[src/rtl/wtm_pkg.sv]
package wtm_pkg;
  localparam int NCHK  = 10;
  localparam int NSPAN = 6;

  // Violation bit positions (visible at the top-level output)
  typedef enum int unsigned {
    CK_WP = 0, CK_CW = 1, CK_AW = 2, CK_DS = 3, CK_AS = 4,
    CK_WRA = 5, CK_WRB = 6, CK_WC = 7, CK_MID = 8, CK_CONT = 9
  } chk_e;

  // Interval counters, each restarted by one bus event
  typedef enum int unsigned {
    SP_WP = 0, SP_SEL = 1, SP_ADR = 2, SP_DAT = 3, SP_REC = 4, SP_WC = 5
  } span_e;
endpackage

[src/rtl/wtm_span.sv]
module wtm_span #(
  parameter int TW = 12
) (
  input  logic          clk,
  input  logic          rst_n,
  input  logic          restart,
  output logic [TW-1:0] ticks
);
  localparam logic [TW-1:0] TOP = '1;

  // Holds ticks elapsed since the restart event; saturates, starts "long ago"
  always_ff @(posedge clk) begin
    if (!rst_n)          ticks <= TOP;
    else if (restart)    ticks <= TW'(1);
    else if (ticks != TOP) ticks <= ticks + TW'(1);
  end
endmodule

[src/rtl/wtm_edges.sv]
module wtm_edges #(
  parameter int AW = 13,
  parameter int DW = 8
) (
  input  logic          clk,
  input  logic          rst_n,
  input  logic [AW-1:0] addr,
  input  logic [DW-1:0] data,
  input  logic          sel_n,
  input  logic          sel_hi,
  input  logic          wen_n,
  input  logic          oen_n,
  input  logic          drv_en,
  output logic          wr_open,
  output logic          wr_close,
  output logic          sel_rise,
  output logic          addr_chg,
  output logic          data_chg,
  output logic          mid_chg,
  output logic          close_by_hi,
  output logic          contend
);
  logic [AW-1:0] p_addr;
  logic [DW-1:0] p_data;
  logic          p_seln, p_selhi, p_wen;
  logic          sel_now, sel_was, wr_now, wr_was;

  always_ff @(posedge clk) begin
    if (!rst_n) begin
      p_addr  <= '0;
      p_data  <= '0;
      p_seln  <= 1'b1;
      p_selhi <= 1'b0;
      p_wen   <= 1'b1;
    end else begin
      p_addr  <= addr;
      p_data  <= data;
      p_seln  <= sel_n;
      p_selhi <= sel_hi;
      p_wen   <= wen_n;
    end
  end

  always_comb begin
    sel_now  = !sel_n && sel_hi;
    sel_was  = !p_seln && p_selhi;
    wr_now   = sel_now && !wen_n;
    wr_was   = sel_was && !p_wen;
    wr_open  = wr_now && !wr_was;
    wr_close = !wr_now && wr_was;
    sel_rise = sel_now && !sel_was;
    addr_chg = (addr != p_addr);
    data_chg = (data != p_data);
    mid_chg  = addr_chg && wr_now && wr_was;
    // Class B only when the active-high select alone ended the window
    close_by_hi = wr_close && p_selhi && !sel_hi
                  && !(sel_n && !p_seln) && !(wen_n && !p_wen);
    contend  = drv_en && sel_now && !oen_n && wen_n;
  end
endmodule

[src/rtl/wtm_flags.sv]
module wtm_flags #(
  parameter int N = 10
) (
  input  logic         clk,
  input  logic         rst_n,
  input  logic [N-1:0] hit,
  output logic [N-1:0] pulse,
  output logic [N-1:0] sticky
);
  always_ff @(posedge clk) begin
    if (!rst_n) begin
      pulse  <= '0;
      sticky <= '0;
    end else begin
      pulse  <= hit;
      sticky <= sticky | hit;
    end
  end
endmodule

[src/rtl/wr_timing_monitor.sv]
module wr_timing_monitor
  import wtm_pkg::*;
#(
  parameter int ADDR_W = 13,
  parameter int DATA_W = 8,
  parameter int TICK_W = 12
) (
  input  logic              clk,
  input  logic              rst_n,
  input  logic [ADDR_W-1:0] addr,
  input  logic [DATA_W-1:0] data,
  input  logic              sel_n,
  input  logic              sel_hi,
  input  logic              wen_n,
  input  logic              oen_n,
  input  logic              drv_en,
  input  logic [TICK_W-1:0] lim_wp,
  input  logic [TICK_W-1:0] lim_cw,
  input  logic [TICK_W-1:0] lim_aw,
  input  logic [TICK_W-1:0] lim_ds,
  input  logic [TICK_W-1:0] lim_as,
  input  logic [TICK_W-1:0] lim_wra,
  input  logic [TICK_W-1:0] lim_wrb,
  input  logic [TICK_W-1:0] lim_wc,
  output logic [NCHK-1:0]   viol_pulse,
  output logic [NCHK-1:0]   viol_sticky
);
  logic wr_open, wr_close, sel_rise, addr_chg, data_chg, mid_chg, close_by_hi, contend;
  logic [NSPAN-1:0]  restart_v;
  logic [TICK_W-1:0] span [NSPAN];
  logic [NCHK-1:0]   hit;
  logic              rec_pend, rec_cls_b, open_seen;
  logic [TICK_W-1:0] adr_age, dat_age, rec_gap;
  logic              rec_live, rec_b;

  wtm_edges #(.AW(ADDR_W), .DW(DATA_W)) u_edges (
    .clk(clk), .rst_n(rst_n), .addr(addr), .data(data),
    .sel_n(sel_n), .sel_hi(sel_hi), .wen_n(wen_n), .oen_n(oen_n), .drv_en(drv_en),
    .wr_open(wr_open), .wr_close(wr_close), .sel_rise(sel_rise),
    .addr_chg(addr_chg), .data_chg(data_chg), .mid_chg(mid_chg),
    .close_by_hi(close_by_hi), .contend(contend)
  );

  always_comb begin
    restart_v         = '0;
    restart_v[SP_WP]  = wr_open;
    restart_v[SP_SEL] = sel_rise;
    restart_v[SP_ADR] = addr_chg;
    restart_v[SP_DAT] = data_chg;
    restart_v[SP_REC] = wr_close;
    restart_v[SP_WC]  = wr_open;
  end

  for (genvar g = 0; g < NSPAN; g++) begin : g_span
    wtm_span #(.TW(TICK_W)) u_span (
      .clk(clk), .rst_n(rst_n), .restart(restart_v[g]), .ticks(span[g])
    );
  end

  // Recovery bookkeeping: one pending check per closed window
  always_ff @(posedge clk) begin
    if (!rst_n) begin
      rec_pend  <= 1'b0;
      rec_cls_b <= 1'b0;
      open_seen <= 1'b0;
    end else begin
      open_seen <= open_seen | wr_open;
      if (wr_close && !addr_chg) begin
        rec_pend  <= 1'b1;
        rec_cls_b <= close_by_hi;
      end else if (addr_chg) begin
        rec_pend  <= 1'b0;
      end
    end
  end

  always_comb begin
    adr_age  = addr_chg ? '0 : span[SP_ADR];
    dat_age  = data_chg ? '0 : span[SP_DAT];
    rec_live = wr_close || rec_pend;
    rec_gap  = wr_close ? '0 : span[SP_REC];
    rec_b    = wr_close ? close_by_hi : rec_cls_b;
    hit      = '0;
    if (wr_close) begin
      hit[CK_WP] = span[SP_WP]  < lim_wp;
      hit[CK_CW] = span[SP_SEL] < lim_cw;
      hit[CK_AW] = adr_age      < lim_aw;
      hit[CK_DS] = dat_age      < lim_ds;
    end
    if (wr_open) begin
      hit[CK_AS] = adr_age < lim_as;
      hit[CK_WC] = open_seen && (span[SP_WC] < lim_wc);
    end
    if (addr_chg && rec_live) begin
      if (rec_b) hit[CK_WRB] = rec_gap < lim_wrb;
      else       hit[CK_WRA] = rec_gap < lim_wra;
    end
    hit[CK_MID]  = mid_chg;
    hit[CK_CONT] = contend;
  end

  wtm_flags #(.N(NCHK)) u_flags (
    .clk(clk), .rst_n(rst_n), .hit(hit), .pulse(viol_pulse), .sticky(viol_sticky)
  );
endmodule

[config.mk]
export PLATFORM = sky130hd
export DESIGN_NAME = wr_timing_monitor
export DESIGN_NICKNAME = d
export VERILOG_FILES = /design/src/rtl/wtm_pkg.sv /design/src/rtl/wtm_span.sv /design/src/rtl/wtm_edges.sv /design/src/rtl/wtm_flags.sv /design/src/rtl/wr_timing_monitor.sv
export SDC_FILE = /design/constraint.sdc
export NUM_CORES = 1
export LEC_CHECK = 0
export BUFFER_PORTS_ARGS = -buffer_cell sky130_fd_sc_hd__buf_2
export CORE_MARGIN = 2
export CORE_UTILIZATION = 40
export CTS_CLUSTER_DIAMETER = 150
export DETAILED_ROUTE_END_ITERATION = 12
export PLACE_DENSITY = 0.71
export SYNTH_ARGS = -nofsm -noshare
export SYNTH_HDL_FRONTEND = slang
export SYNTH_HIERARCHICAL = 1
export SYNTH_SLANG_ARGS = --single-unit
[constraint.sdc]
create_clock -name clk -period 4.5 [get_ports clk]
set_input_delay 0.225 -clock clk [delete_from_list [all_inputs] [get_ports clk]]
set_output_delay 0.225 -clock clk [all_outputs]
set_load 0.02 [all_outputs]
==> results.md, run 1 <==
* HP Class: in2reg
* CTS tree: built
* CTS buffer count at 17
* Setup slack after layout at 1.674 ns
* Pwr/cell area at 458.1 nW/um^2
* WL/cell at 13.33 um
* Register area at 2382 um^2
* Synth Area in Compound Gates at 13.05%
* Initial antenna violation count at 0
* Row cnt at 51
* Global-route wire length before repair at 31010 um
* Main combinational cell family by area after synthesis: simple AND/OR/NAND/NOR gates
* Setup bufs post-CTS at 0
* Final worst-path cycle share at 62.81%
* Fraction of the mapped netlist area in simple logic gates at 30.99%
* CP Capture Type: flip-flop
* Worst Path Buf+Inv at 0
* Vias in the first global route at 6608
* Req. time, crit path at 4.85 ns
* Antenna diodes at 0
* CP Class: reg2reg
* CP peak stage delay at 0.59 ns
* Synth Area per Inst at 8.483 um^2
* Relative slew slack at 19.58%
* Async SR Flop Fraction at 0%
* # hold bufs at CTS at 1
* Final-report hold violation count at 0
* Die W at 145.8 um
* Syn Std Cell Area at 8041 um^2
* Yosys reg bits at 119
* Antenna Nets Post-Route at 0
* VDD IR-drop max at 0.2892 mV
* I/O pin count at 144
* Post-CTS sizing at 0
* Top cells by count, synth: dfxtp_1 (119), inv_1 (95), ha_1 (90)
* Crit path arrival time at 3.18 ns
* Fin. max-slew vios at 0
* Clock transition at path regs at 0.06 ns
* Setup Skew at 0.01107 ns
* Maximum clock frequency at 0.3538 GHz
* Synth warn at 6
* Post-synth EDFFs at 0
* Mux cell area share after synthesis at 3.112%
* Initial Util at 41.05%
* Synth area leaders: dfxtp_1 (30%), ha_1 (14%), inv_1 (4.4%)
* Lkg Pwr at 4.527 nW
* CORE AREA at 19590 um^2
* Crit-path leading delay family: simple AND/OR/NAND/NOR gates
* Area of the multi-input gates at 5171 um^2
* Root Buffer: clkbuf_16
* GRT Overall Usage at 17.37%
* Cells along the critical path: xor2_1, nor4_1, nand2_1, nor2b_1, ha_1, o21ai_0, a31oi_1, nor3_1, o21ai_1, a41oi_1, and2_1
* Area delta synth->final at 19.48%
* Post-Synth Adder-Cell Area at 14.00%
* Slowest-stage cell, CP: nand2_1
* Chip Height at 145.8 um
* Post-DP HPWL at 13850 um
* RSZ-0062 raised after global routing: false
* Final nets at 1309
* Clk sink count at 119
* Critical Path Start Type: flip-flop
* Post-Synth XOR/XNOR Area at 3.050%
* Worst Max-Slew Pin Slew at 1.206 ns
* Initial drt markers at 372
* Via density at 5.219
* Post-synth top flop: dfxtp_1
* Worst-path fanout max at 28
* Via count at 7160
* Pre-CTS setup slack at 1.664 ns
* Drt first pass iters at 5
* Clk_lat worst skew at 0.41 ns
* Outcome: completed
* Total gr overflow at 0
* Yosys cell types at 54
* Sequential share of the synthesized area at 29.63%
* FILL cells at 1912
* Layout cells sized above 1 at 20.05%
* Gp weighted congestion at 0.8119
* Port buffer count at 143
* Gate Count Post-Synth at 948
* # Max-Cap Violations at 0
* Die area at 21250 um^2
* Post-route minimum period at 2.826 ns
* Post-synth top area share at 29.63%
* Area leader, netlist: dfxtp_1
* CTS H-tree lvls at 4
* Syn_nets at 1162
* DRC at 0
* Setup TNS at 0 ns
* Post-Route WL at 18290 um
* Pin count of the biggest net entering global routing at 76
* Top-count cell post-synth: dfxtp_1
* Clk buf depth at 2
* Setup violators final at 0
-- per-layer routing --
layer | part of all wire [%] | vias to the layer above | GRT usage (%) | wire length, um
met2 | 45 | 144 | 28.04 | 8247
met3 | 3.8 | 16 | 3.542 | 694
li1 | - | 3701 | - | -
met1 | 50 | 3299 | 23.48 | 9126
met4 | 1.2 | 0 | 5.000 | 216
met5 | 0 | - | 0 | 0
-- power by group --
part	internal, mW	switching [mW]	total [mW]
registers	1.23	0.299	1.53
logic	0.693	0.776	1.47
clock network	0.899	0.501	1.40
total	2.83	1.58	4.40
-- state kept, by name (all words and copies together), names as in the netlist --
register and count:
u_edges/p_data 8, u_edges/p_addr 13, rec_pend 1, u_flags/pulse 10, u_edges/p_selhi 1, open_seen 1, rec_cls_b 1, g_span.u_span/ticks 72
u_edges/p_wen 1, u_edges/p_seln 1, u_flags/sticky 10
-- cells in the final DEF, fill, tap and decap left out, drive strengths merged, types with 9 or more instances in the layout --
cell type,Yosys,layout
a21o,12,12
a21oi,29,29
and2,33,33
and3,15,15
buf,9,147
clkbuf,5,20
dfxtp,119,119
ha,90,90
inv,96,98
mux2i,25,25
nand2,66,66
nand2b,18,18
nand3,37,37
nand3b,19,19
nand4,54,54
nor2,47,47
nor2b,50,50
nor3,16,16
nor4,13,13
o21a,14,14
o21ai,55,55
o31ai,20,20
or3,12,12
xnor2,9,9
xor2,19,19
-- path summary, 6_finish.rpt --
| check | endpoint | slack [ns] | cells after the start | startpoint |
|---|---|---|---|---|
| setup / recovery | u_flags/pulse[3] | 1.67 | 11 | u_edges/p_data[7] |
| hold / removal | u_edges/p_addr[0] | 0.03 | 2 | addr[0] |
| setup reg to reg | u_flags/pulse[3] | 1.67 | 11 | u_edges/p_data[7] |
| hold reg to reg | u_flags/sticky[0] | 0.45 | 1 | u_flags/sticky[0] |
-- metrics by stage --
stage	std cells	utilization [%]	hold slack (ns)	instance area, um^2	total power, mW
5_1_grt	1372	49.05	0.02089	9608	4.750
4_1_cts	1372	49.05	0.01331	9608	4.447
3_3_place_gp	1340	45.91	0.4329	8994	2.975
3_5_place_dp	1340	45.91	0.4361	8994	3.016
2_1_floorplan	948	-	0.2980	8041	2.653
6_report	1372	49.05	0.03480	9608	4.401
-- cell type report --
class	instances	area share, %
multi-input combinational	713	53.82
inverter	96	3.750
clock inverter	11	1.537
sequential	119	24.79
timing repair buffer	148	7.892
tap	265	3.451
clock buffer	20	4.753
-- cells by family after synthesis --
logic type	after synthesis
xor+xnor	28
flops	119
compound gates	161
buf+inv	116
mux	25
simple gates	409
fa+ha+maj	90
Note: power is estimated with default switching activity, not from simulation.
==> run 2: changes to the inputs <==
--- a/config.mk
+++ b/config.mk
@@ -5,12 +5,13 @@
 export SDC_FILE = /design/constraint.sdc
 export NUM_CORES = 1
 export LEC_CHECK = 0
+export ABC_AREA = 1
 export BUFFER_PORTS_ARGS = -buffer_cell sky130_fd_sc_hd__buf_2
 export CORE_MARGIN = 2
 export CORE_UTILIZATION = 40
 export CTS_CLUSTER_DIAMETER = 150
 export DETAILED_ROUTE_END_ITERATION = 12
-export PLACE_DENSITY = 0.71
+export PLACE_DENSITY = 0.73
 export SYNTH_ARGS = -nofsm -noshare
 export SYNTH_HDL_FRONTEND = slang
 export SYNTH_HIERARCHICAL = 1
==> constraint.sdc (replaced) <==
create_clock -name clk -period 2.58 [get_ports clk]
set_input_delay 0.129 -clock clk [delete_from_list [all_inputs] [get_ports clk]]
set_output_delay 0.129 -clock clk [all_outputs]
set_load 0.02 [all_outputs]
==> run 2 against run 1 <==
Effect of this change:
- clock-buffer cell count unchanged
- cell area increased by 13%
- register-to-register slack worse by 1.2 ns
- sequential cell count did not move
- sequential share of layout area is 2.8 points lower
- clock power rose by 98%
- via count up 20%
- synthesized area grew 9.6%
- clock skew is 0.0021 ns lower
- synthesized cell count grew 42%
==> results.md, run 2 <==
* Setup bufs post-CTS at 0 (unchanged)
* Total gr overflow at 0 (unchanged)
* Root Buffer: clkbuf_16 (unchanged)
* Lkg Pwr at 6.520 nW (was 4.527 nW)
* Post-Route WL at 21210 um (was 18290 um)
* CTS tree: built (unchanged)
* Clk sink count at 119 (unchanged)
* Antenna diodes at 0 (unchanged)
* Initial drt markers at 579 (was 372)
* Crit path arrival time at 2.58 ns (was 3.18 ns)
* Worst-path fanout max at 17 (was 28)
* Biggest regs: g_span.u_span/ticks (72), u_edges/p_addr (13) (unchanged)
* Most used cell along the critical path: nor2_1
* # Max-Cap Violations at 0 (unchanged)
* Syn_nets at 1557 (was 1162)
* Top cells by count, synth: nand2_1 (339), inv_1 (264), nand3_1 (136) (was dfxtp_1 (119), inv_1 (95), ha_1 (90))
* DRC at 0 (unchanged)
* Worst Max-Slew Pin Slew at 0.5916 ns (was 1.206 ns)
* Chip Height at 152.4 um (was 145.8 um)
* Register with the most flip-flops: g_span.u_span/ticks (unchanged)
* Row cnt at 54 (was 51)
* Die W at 152.4 um (was 145.8 um)
* HP Class: in2reg (unchanged)
* Post-synth top area share at 27.03% (was 29.63%)
* Synth Area per Inst at 6.562 um^2 (was 8.483 um^2)
* Final worst-path cycle share at 87.84%
* DR WL met3 at 892 um (was 694 um)
* Final nets at 1741 (was 1309)
* Post-placement cell area at 9901 um^2 (was 8994 um^2)
* Synth warn at 6 (unchanged)
* Setup violators final at 0 (unchanged)
* Setup slack after layout at 0.3137 ns (was 1.674 ns)
* Via count at 8575 (was 7160)
* Final instance area at 10840 um^2 (was 9608 um^2)
* Setup Skew at 0.008941 ns (was 0.01107 ns)
* RSZ-0062 raised after global routing: false (unchanged)
* Outcome: completed (unchanged)
* Worst Hold Slack at 0.07380 ns (was 0.03480 ns)
* CP peak stage delay at 0.57 ns (was 0.59 ns)
* Post-synth top flop: dfxtp_1 (unchanged)
* Setup TNS at 0 ns (unchanged)
* Initial antenna violation count at 0 (unchanged)
* Antenna Nets Post-Route at 0 (unchanged)
* Area delta synth->final at 22.99% (was 19.48%)
* Clock share of power at 39.1% (was 31.8%)
* Post-route minimum period at 2.266 ns
* Switching share of power at 33.12% (was 35.81%)
* Maximum clock frequency at 0.4413 GHz
* Req. time, crit path at 2.89 ns (was 4.85 ns)
* Most frequent cells in the layout: nand2_1 (338), inv_1 (264), buf_2 (142) (was buf_2 (142), dfxtp_1 (119), inv_1 (95))
* Sw Pwr at 2.345 mW (was 1.576 mW)
* I/O pin count at 144 (unchanged)
* Fin. max-slew vios at 0 (unchanged)
* Seq pwr share at 32.8% (was 34.8%)
* Pin count of the biggest net entering global routing at 46 (was 76)
* Via density at 4.712 (was 5.219)
* Top sig layer: met4 (unchanged)
* Top-count cell post-synth: nand2_1 (was dfxtp_1)
* CORE AREA at 21760 um^2 (was 19590 um^2)
* CP Class: in2reg (was reg2reg)
* Reg2Reg Depth at 13 (was 11)
* Layout cells sized above 1 at 20.06% (was 20.05%)
* Global-route wire length before repair at 36230 um (was 31010 um)
* Cells along the critical path: dlygate4sd3_1, buf_2, nand2_1, nor2_1, nor2_1, buf_4, nor2_1, ha_1, nand2_1, nor2_1, nand3_1, nor2_1, nand2_1, a21oi_1, nor2_1, nand2_1, nand2_1 (was xor2_1, nor4_1, nand2_1, nor2b_1, ha_1, o21ai_0, a31oi_1, nor3_1, o21ai_1, a41oi_1, and2_1)
* Post-DP HPWL at 16160 um (was 13850 um)
* Clk_lat worst skew at 0.42 ns (was 0.41 ns)
* Most common cell after layout, fill and taps aside: nand2_1 (was buf_2)
* Gate Count Post-Synth at 1343 (was 948)
* Drt first pass iters at 5 (unchanged)
* Port buffer count at 143 (unchanged)
* Yosys cell types at 32 (was 54)
* FILL cells at 2122 (was 1912)
* Final-report hold violation count at 0 (unchanged)
* Largest register FFs at 72 (unchanged)
* GRT Overall Usage at 18.63% (was 17.37%)
* Gp weighted congestion at 0.8735 (was 0.8119)
* VDD IR-drop max at 0.3948 mV (was 0.2892 mV)
* Vias in the first global route at 8208 (was 6608)
* Clk buf depth at 2 (unchanged)
* Post-synth EDFFs at 0 (unchanged)
* CTS H-tree lvls at 4 (unchanged)
* Wire length on met1 at 9919 um (was 9126 um)
* Relative slew slack at 60.56% (was 19.58%)
* Die area at 23230 um^2 (was 21250 um^2)
* Async SR Flop Fraction at 0% (unchanged)
* Wire length on met2 at 10050 um (was 8247 um)
* Pwr/cell area at 653.4 nW/um^2 (was 458.1 nW/um^2)
* Clock transition at path regs at 0.06 ns (about the same)
* Post-Layout Cell Count at 1820 (was 1372)
* Critical Path Start Type: input pin (was flip-flop)
* Area leader, netlist: dfxtp_1 (unchanged)
* P_int at 4.736 mW (was 2.825 mW)
* CP Capture Type: flip-flop (unchanged)
* Worst hold stages at 4 (was 2)
* WL/cell at 11.65 um (was 13.33 um)
* Initial Util at 40.50% (was 41.05%)
* Yosys reg bits at 119 (unchanged)
* Sequential share of the synthesized area at 27.03% (was 29.63%)
* Placed cell count at 1764 (was 1340)
* CTS buffer count at 17 (unchanged)
* Logic gate share of total power at 28.1% (was 33.4%)
* Pre-CTS setup slack at 0.2810 ns (was 1.664 ns)
* Syn Std Cell Area at 8812 um^2 (was 8041 um^2)
* Synth area leaders: dfxtp_1 (27%), nand2_1 (14%), ha_1 (13%) (was dfxtp_1 (30%), ha_1 (14%), inv_1 (4.4%))
* Slowest-stage cell, CP: dlygate4sd3_1 (was nand2_1)
[run 2: path summary, 6_finish.rpt]
kind	slack, ns	to	from
worst max-delay path	0.31	u_flags/sticky[5]	sel_hi
worst min-delay path	0.07	u_flags/pulse[9]	oen_n
worst max register to register	0.43	u_flags/sticky[3]	u_edges/p_data[1]
worst min register to register	0.44	u_flags/sticky[3]	u_flags/sticky[3]
[run 2: kinds of logic (layout without fill, tap and decap cells)]
kind of cell / Yosys count / after routing / share of synthesized area (%)
simple gates: 722 / 722 / 39.73
buf+inv: 297 / 494 / 12.85
flops: 119 / 119 / 27.03
compound gates: 98 / 98 / 5.921
xor+xnor: 17 / 17 / 1.690
fa+ha+maj: 90 / 90 / 12.78
[run 2: layout make-up]
cell class,count,area [um^2],share of cell area [%]
inverters,283,1062,9.801
clock inverters,12,220.2,2.032
well taps,280,350.3,3.233
repair buffers,179,1049,9.674
flip-flops and latches,119,2382,21.98
multi-input cells,927,5308,48.97
clock buffers,20,466.7,4.306
[run 2: stage by stage]
| step | util [%] | power, mW |
|---|---|---|
| finish | 49.82 | 7.081 |
| global route | 49.82 | 7.580 |
| CTS | 49.77 | 7.139 |
| detailed placement | 45.51 | 4.297 |
| global placement | 45.51 | 4.239 |
| floorplan | - | 3.825 |
[run 2: power by group through the flow]
stage	clock network (mW)	registers (mW)	logic, mW
3_5_place_dp	0	2.35	1.94
3_3_place_gp	0	2.35	1.89
4_1_cts	2.83	2.32	1.99
6_report	2.77	2.32	1.99
5_1_grt	2.91	2.36	2.32
2_1_floorplan	0	2.27	1.56
[run 2: timing repair]
item                       4_1_cts  5_1_grt
hold endpoints to repair        24        0
setup endpoints to repair        0        4
gates resized for setup          0        3
hold buffers                    24        0
[run 2: layer usage]
layer / up-vias / track usage (%)
met5: - / 0
met4: 0 / 6.614
met3: 31 / 3.299
met2: 205 / 32.18
met1: 3786 / 23.37
li1: 4553 / -
[run 2: critical path: cells and delay by family]
family                     cells  cell delay, ns
adders and majority gates      1            0.30
and+or+nand+nor               12            1.09
buffers and inverters          3            0.95
AOI/OAI and AO/OA              1            0.11
==> run 3: changes to the inputs <==
==> constraint.sdc (replaced) <==
create_clock -name clk -period 1.9 [get_ports clk]
set_input_delay 0.095 -clock clk [delete_from_list [all_inputs] [get_ports clk]]
set_output_delay 0.095 -clock clk [all_outputs]
set_load 0.02 [all_outputs]
==> run 3 against run 2 <==
Effect of this change:
- the flow now finishes with violations (negative setup slack)
- die area is the same
- utilization grew 3.5 points
- total power rose by 35%
- combinational power increased by 54%
- non-clock buffer count rose by 52
- critical path depth did not move
- via count up 3.4%
- setup slack worse by 0.55 ns
- sequential share of layout area fell by 1.4 points
- worst hold slack worse by 0.057 ns
- clock skew increased by 0.0033 ns
- routed wire length up 5.7%
==> results.md, run 3 (same netlist as run 2, synthesis figures left out) <==
* Outcome: complete, but fails checks (was completed)
* Violated checks: negative setup slack
* Post-Route WL at 22410 um (was 21210 um)
* RSZ-0062 raised after global routing: true (was false)
* Clk buf depth at 2 (unchanged)
* Initial Util at 40.50% (unchanged)
* Layout cells sized above 1 at 27.17% (was 20.06%)
* Area delta synth->final at 31.72% (was 22.99%)
* Final-report hold violation count at 0 (unchanged)
* DRC at 0 (unchanged)
* Via count at 8865 (was 8575)
* Final nets at 1793 (was 1741)
* Setup Skew at 0.01219 ns (was 0.008941 ns)
* Setup violators final at 7 (was 0)
* Most common cell after layout, fill and taps aside: nand2_1 (unchanged)
* Root Buffer: clkbuf_16 (unchanged)
* Critical Path Start Type: flip-flop (was input pin)
* Most frequent cells in the layout: nand2_1 (332), inv_1 (258), buf_2 (142) (was nand2_1 (338), inv_1 (264), buf_2 (142))
* Post-Layout Cell Count at 1870 (was 1820)
* Placed cell count at 1805 (was 1764)
* I/O pin count at 144 (unchanged)
* Register area at 2392 um^2 (was 2382 um^2)
* CP Class: reg2reg (was in2reg)
* Clock transition at path regs at 0.06 ns (about the same)
* CTS H-tree lvls at 4 (unchanged)
* Initial antenna violation count at 0 (unchanged)
* Worst-path fanout max at 7 (was 17)
* Vias in the first global route at 8632 (was 8208)
* Die area at 23230 um^2 (unchanged)
* Via density at 4.741 (was 4.712)
* Worst Hold Slack at 0.01653 ns (was 0.07380 ns)
* CP Capture Type: flip-flop (unchanged)
* Drt first pass iters at 5 (unchanged)
* Row cnt at 54 (unchanged)
* # Max-Cap Violations at 0 (unchanged)
* Post-DP HPWL at 17010 um (was 16160 um)
* VDD IR-drop max at 0.5229 mV (was 0.3948 mV)
* Setup TNS at -1.196 ns (was 0 ns)
* CORE AREA at 21760 um^2 (unchanged)
* Global-route wire length before repair at 38290 um (was 36230 um)
* GRT Overall Usage at 19.49% (was 18.63%)
* Initial drt markers at 376 (was 579)
* Post-route minimum period at 2.140 ns
* Relative slew slack at 76.78% (was 60.56%)
* Antenna Nets Post-Route at 0 (unchanged)
* FILL cells at 2082 (was 2122)
* Port buffer count at 143 (unchanged)
* Pwr/cell area at 823.4 nW/um^2 (was 653.4 nW/um^2)
* Gp weighted congestion at 0.8502 (was 0.8735)
* WL/cell at 11.98 um (was 11.65 um)
* Biggest regs: g_span.u_span/ticks (72), u_edges/p_addr (13) (unchanged)
* Total power at 9.558 mW (was 7.081 mW)
* Crit path arrival time at 2.44 ns (was 2.58 ns)
* Area of the multi-input gates at 5677 um^2 (was 5308 um^2)
* Lkg Pwr at 6.745 nW (was 6.520 nW)
* HP Class: in2reg (unchanged)
* Fin. max-slew vios at 0 (unchanged)
* Clk sink count at 119 (unchanged)
* Register with the most flip-flops: g_span.u_span/ticks (unchanged)
* Pre-CTS setup slack at -0.2992 ns (was 0.2810 ns)
* Maximum clock frequency at 0.4673 GHz
* Antenna diodes at 0 (unchanged)
* Final worst-path cycle share at 112.6%
* Setup slack after layout at -0.2400 ns (was 0.3137 ns)
* Worst Max-Slew Pin Slew at 0.3457 ns (was 0.5916 ns)
* CTS buffer count at 17 (unchanged)
* Total gr overflow at 0 (unchanged)
* Pin count of the biggest net entering global routing at 31 (was 46)
* CTS tree: built (unchanged)
* Die W at 152.4 um (unchanged)
* Largest register FFs at 72 (unchanged)
* Chip Height at 152.4 um (unchanged)
* Req. time, crit path at 2.20 ns (was 2.89 ns)
* Clk_lat worst skew at 0.42 ns (about the same)
[run 3: worst max-delay path, cell delays in order, from the launching register on]
cell	delay (ns)
dfxtp_2	0.33
inv_2	0.03
nand2_1	0.05
nand2_1	0.05
nor2_1	0.12
nand2_1	0.11
nor2_4	0.13
nand2_4	0.11
buf_8	0.16
nor2_2	0.13
ha_1	0.14
nand2_1	0.08
nor4_2	0.25
nand2_1	0.10
nand2_1	0.06
nor2_1	0.04
nand2_1	0.07
nand2_1	0.05
[run 3: stage by stage]
| stage | instance area, um^2 | utilization [%] |
|---|---|---|
| global placement | 10330 | 47.50 |
| floorplan | 8944 | - |
| detailed placement | 10330 | 47.50 |
| finish | 11610 | 53.35 |
| CTS | 11440 | 52.58 |
| global route | 11610 | 53.35 |
[run 3: worst paths after layout]
| check | from | endpoint | slack (ns) | cells past startpoint |
|---|---|---|---|---|
| hold / removal | rst_n | g_span[4].u_span/ticks[9] | 0.02 | 2 |
| hold reg to reg | u_flags/sticky[0] | u_flags/sticky[0] | 0.44 | 2 |
| setup / recovery | u_edges/p_addr[5] | u_flags/sticky[4] | -0.24 | 17 |
| setup reg to reg | u_edges/p_addr[5] | u_flags/sticky[4] | -0.24 | 17 |
[run 3: cell type report]
cell class / instances / share of cell area [%]
clock buffers: 23 / 4.290
clock inverters: 7 / 1.013
inverters: 283 / 9.184
multi-input cells: 927 / 48.91
flip-flops and latches: 119 / 20.61
well taps: 280 / 3.018
repair buffers: 231 / 12.98
[run 3: timing repair]
action,in CTS,in global routing
pin swaps,25,21
resized for setup,49,33
endpoints found under the setup margin,10,10
endpoints found under the hold margin,24,0
buffers inserted,7,4
hold buffers,24,0
[run 3: metal layers]
layer,up-vias,track usage [%],part of all wire [%]
li1,4673,-,-
met1,3990,24.51,46
met2,167,33.81,48
met3,35,3.242,3.8
met4,0,6.834,2.1
met5,-,0,0
[run 3: where the power goes]
part	internal [mW]	switching [mW]
clock network	2.22	1.16
logic	1.29	1.78
registers	2.76	0.344
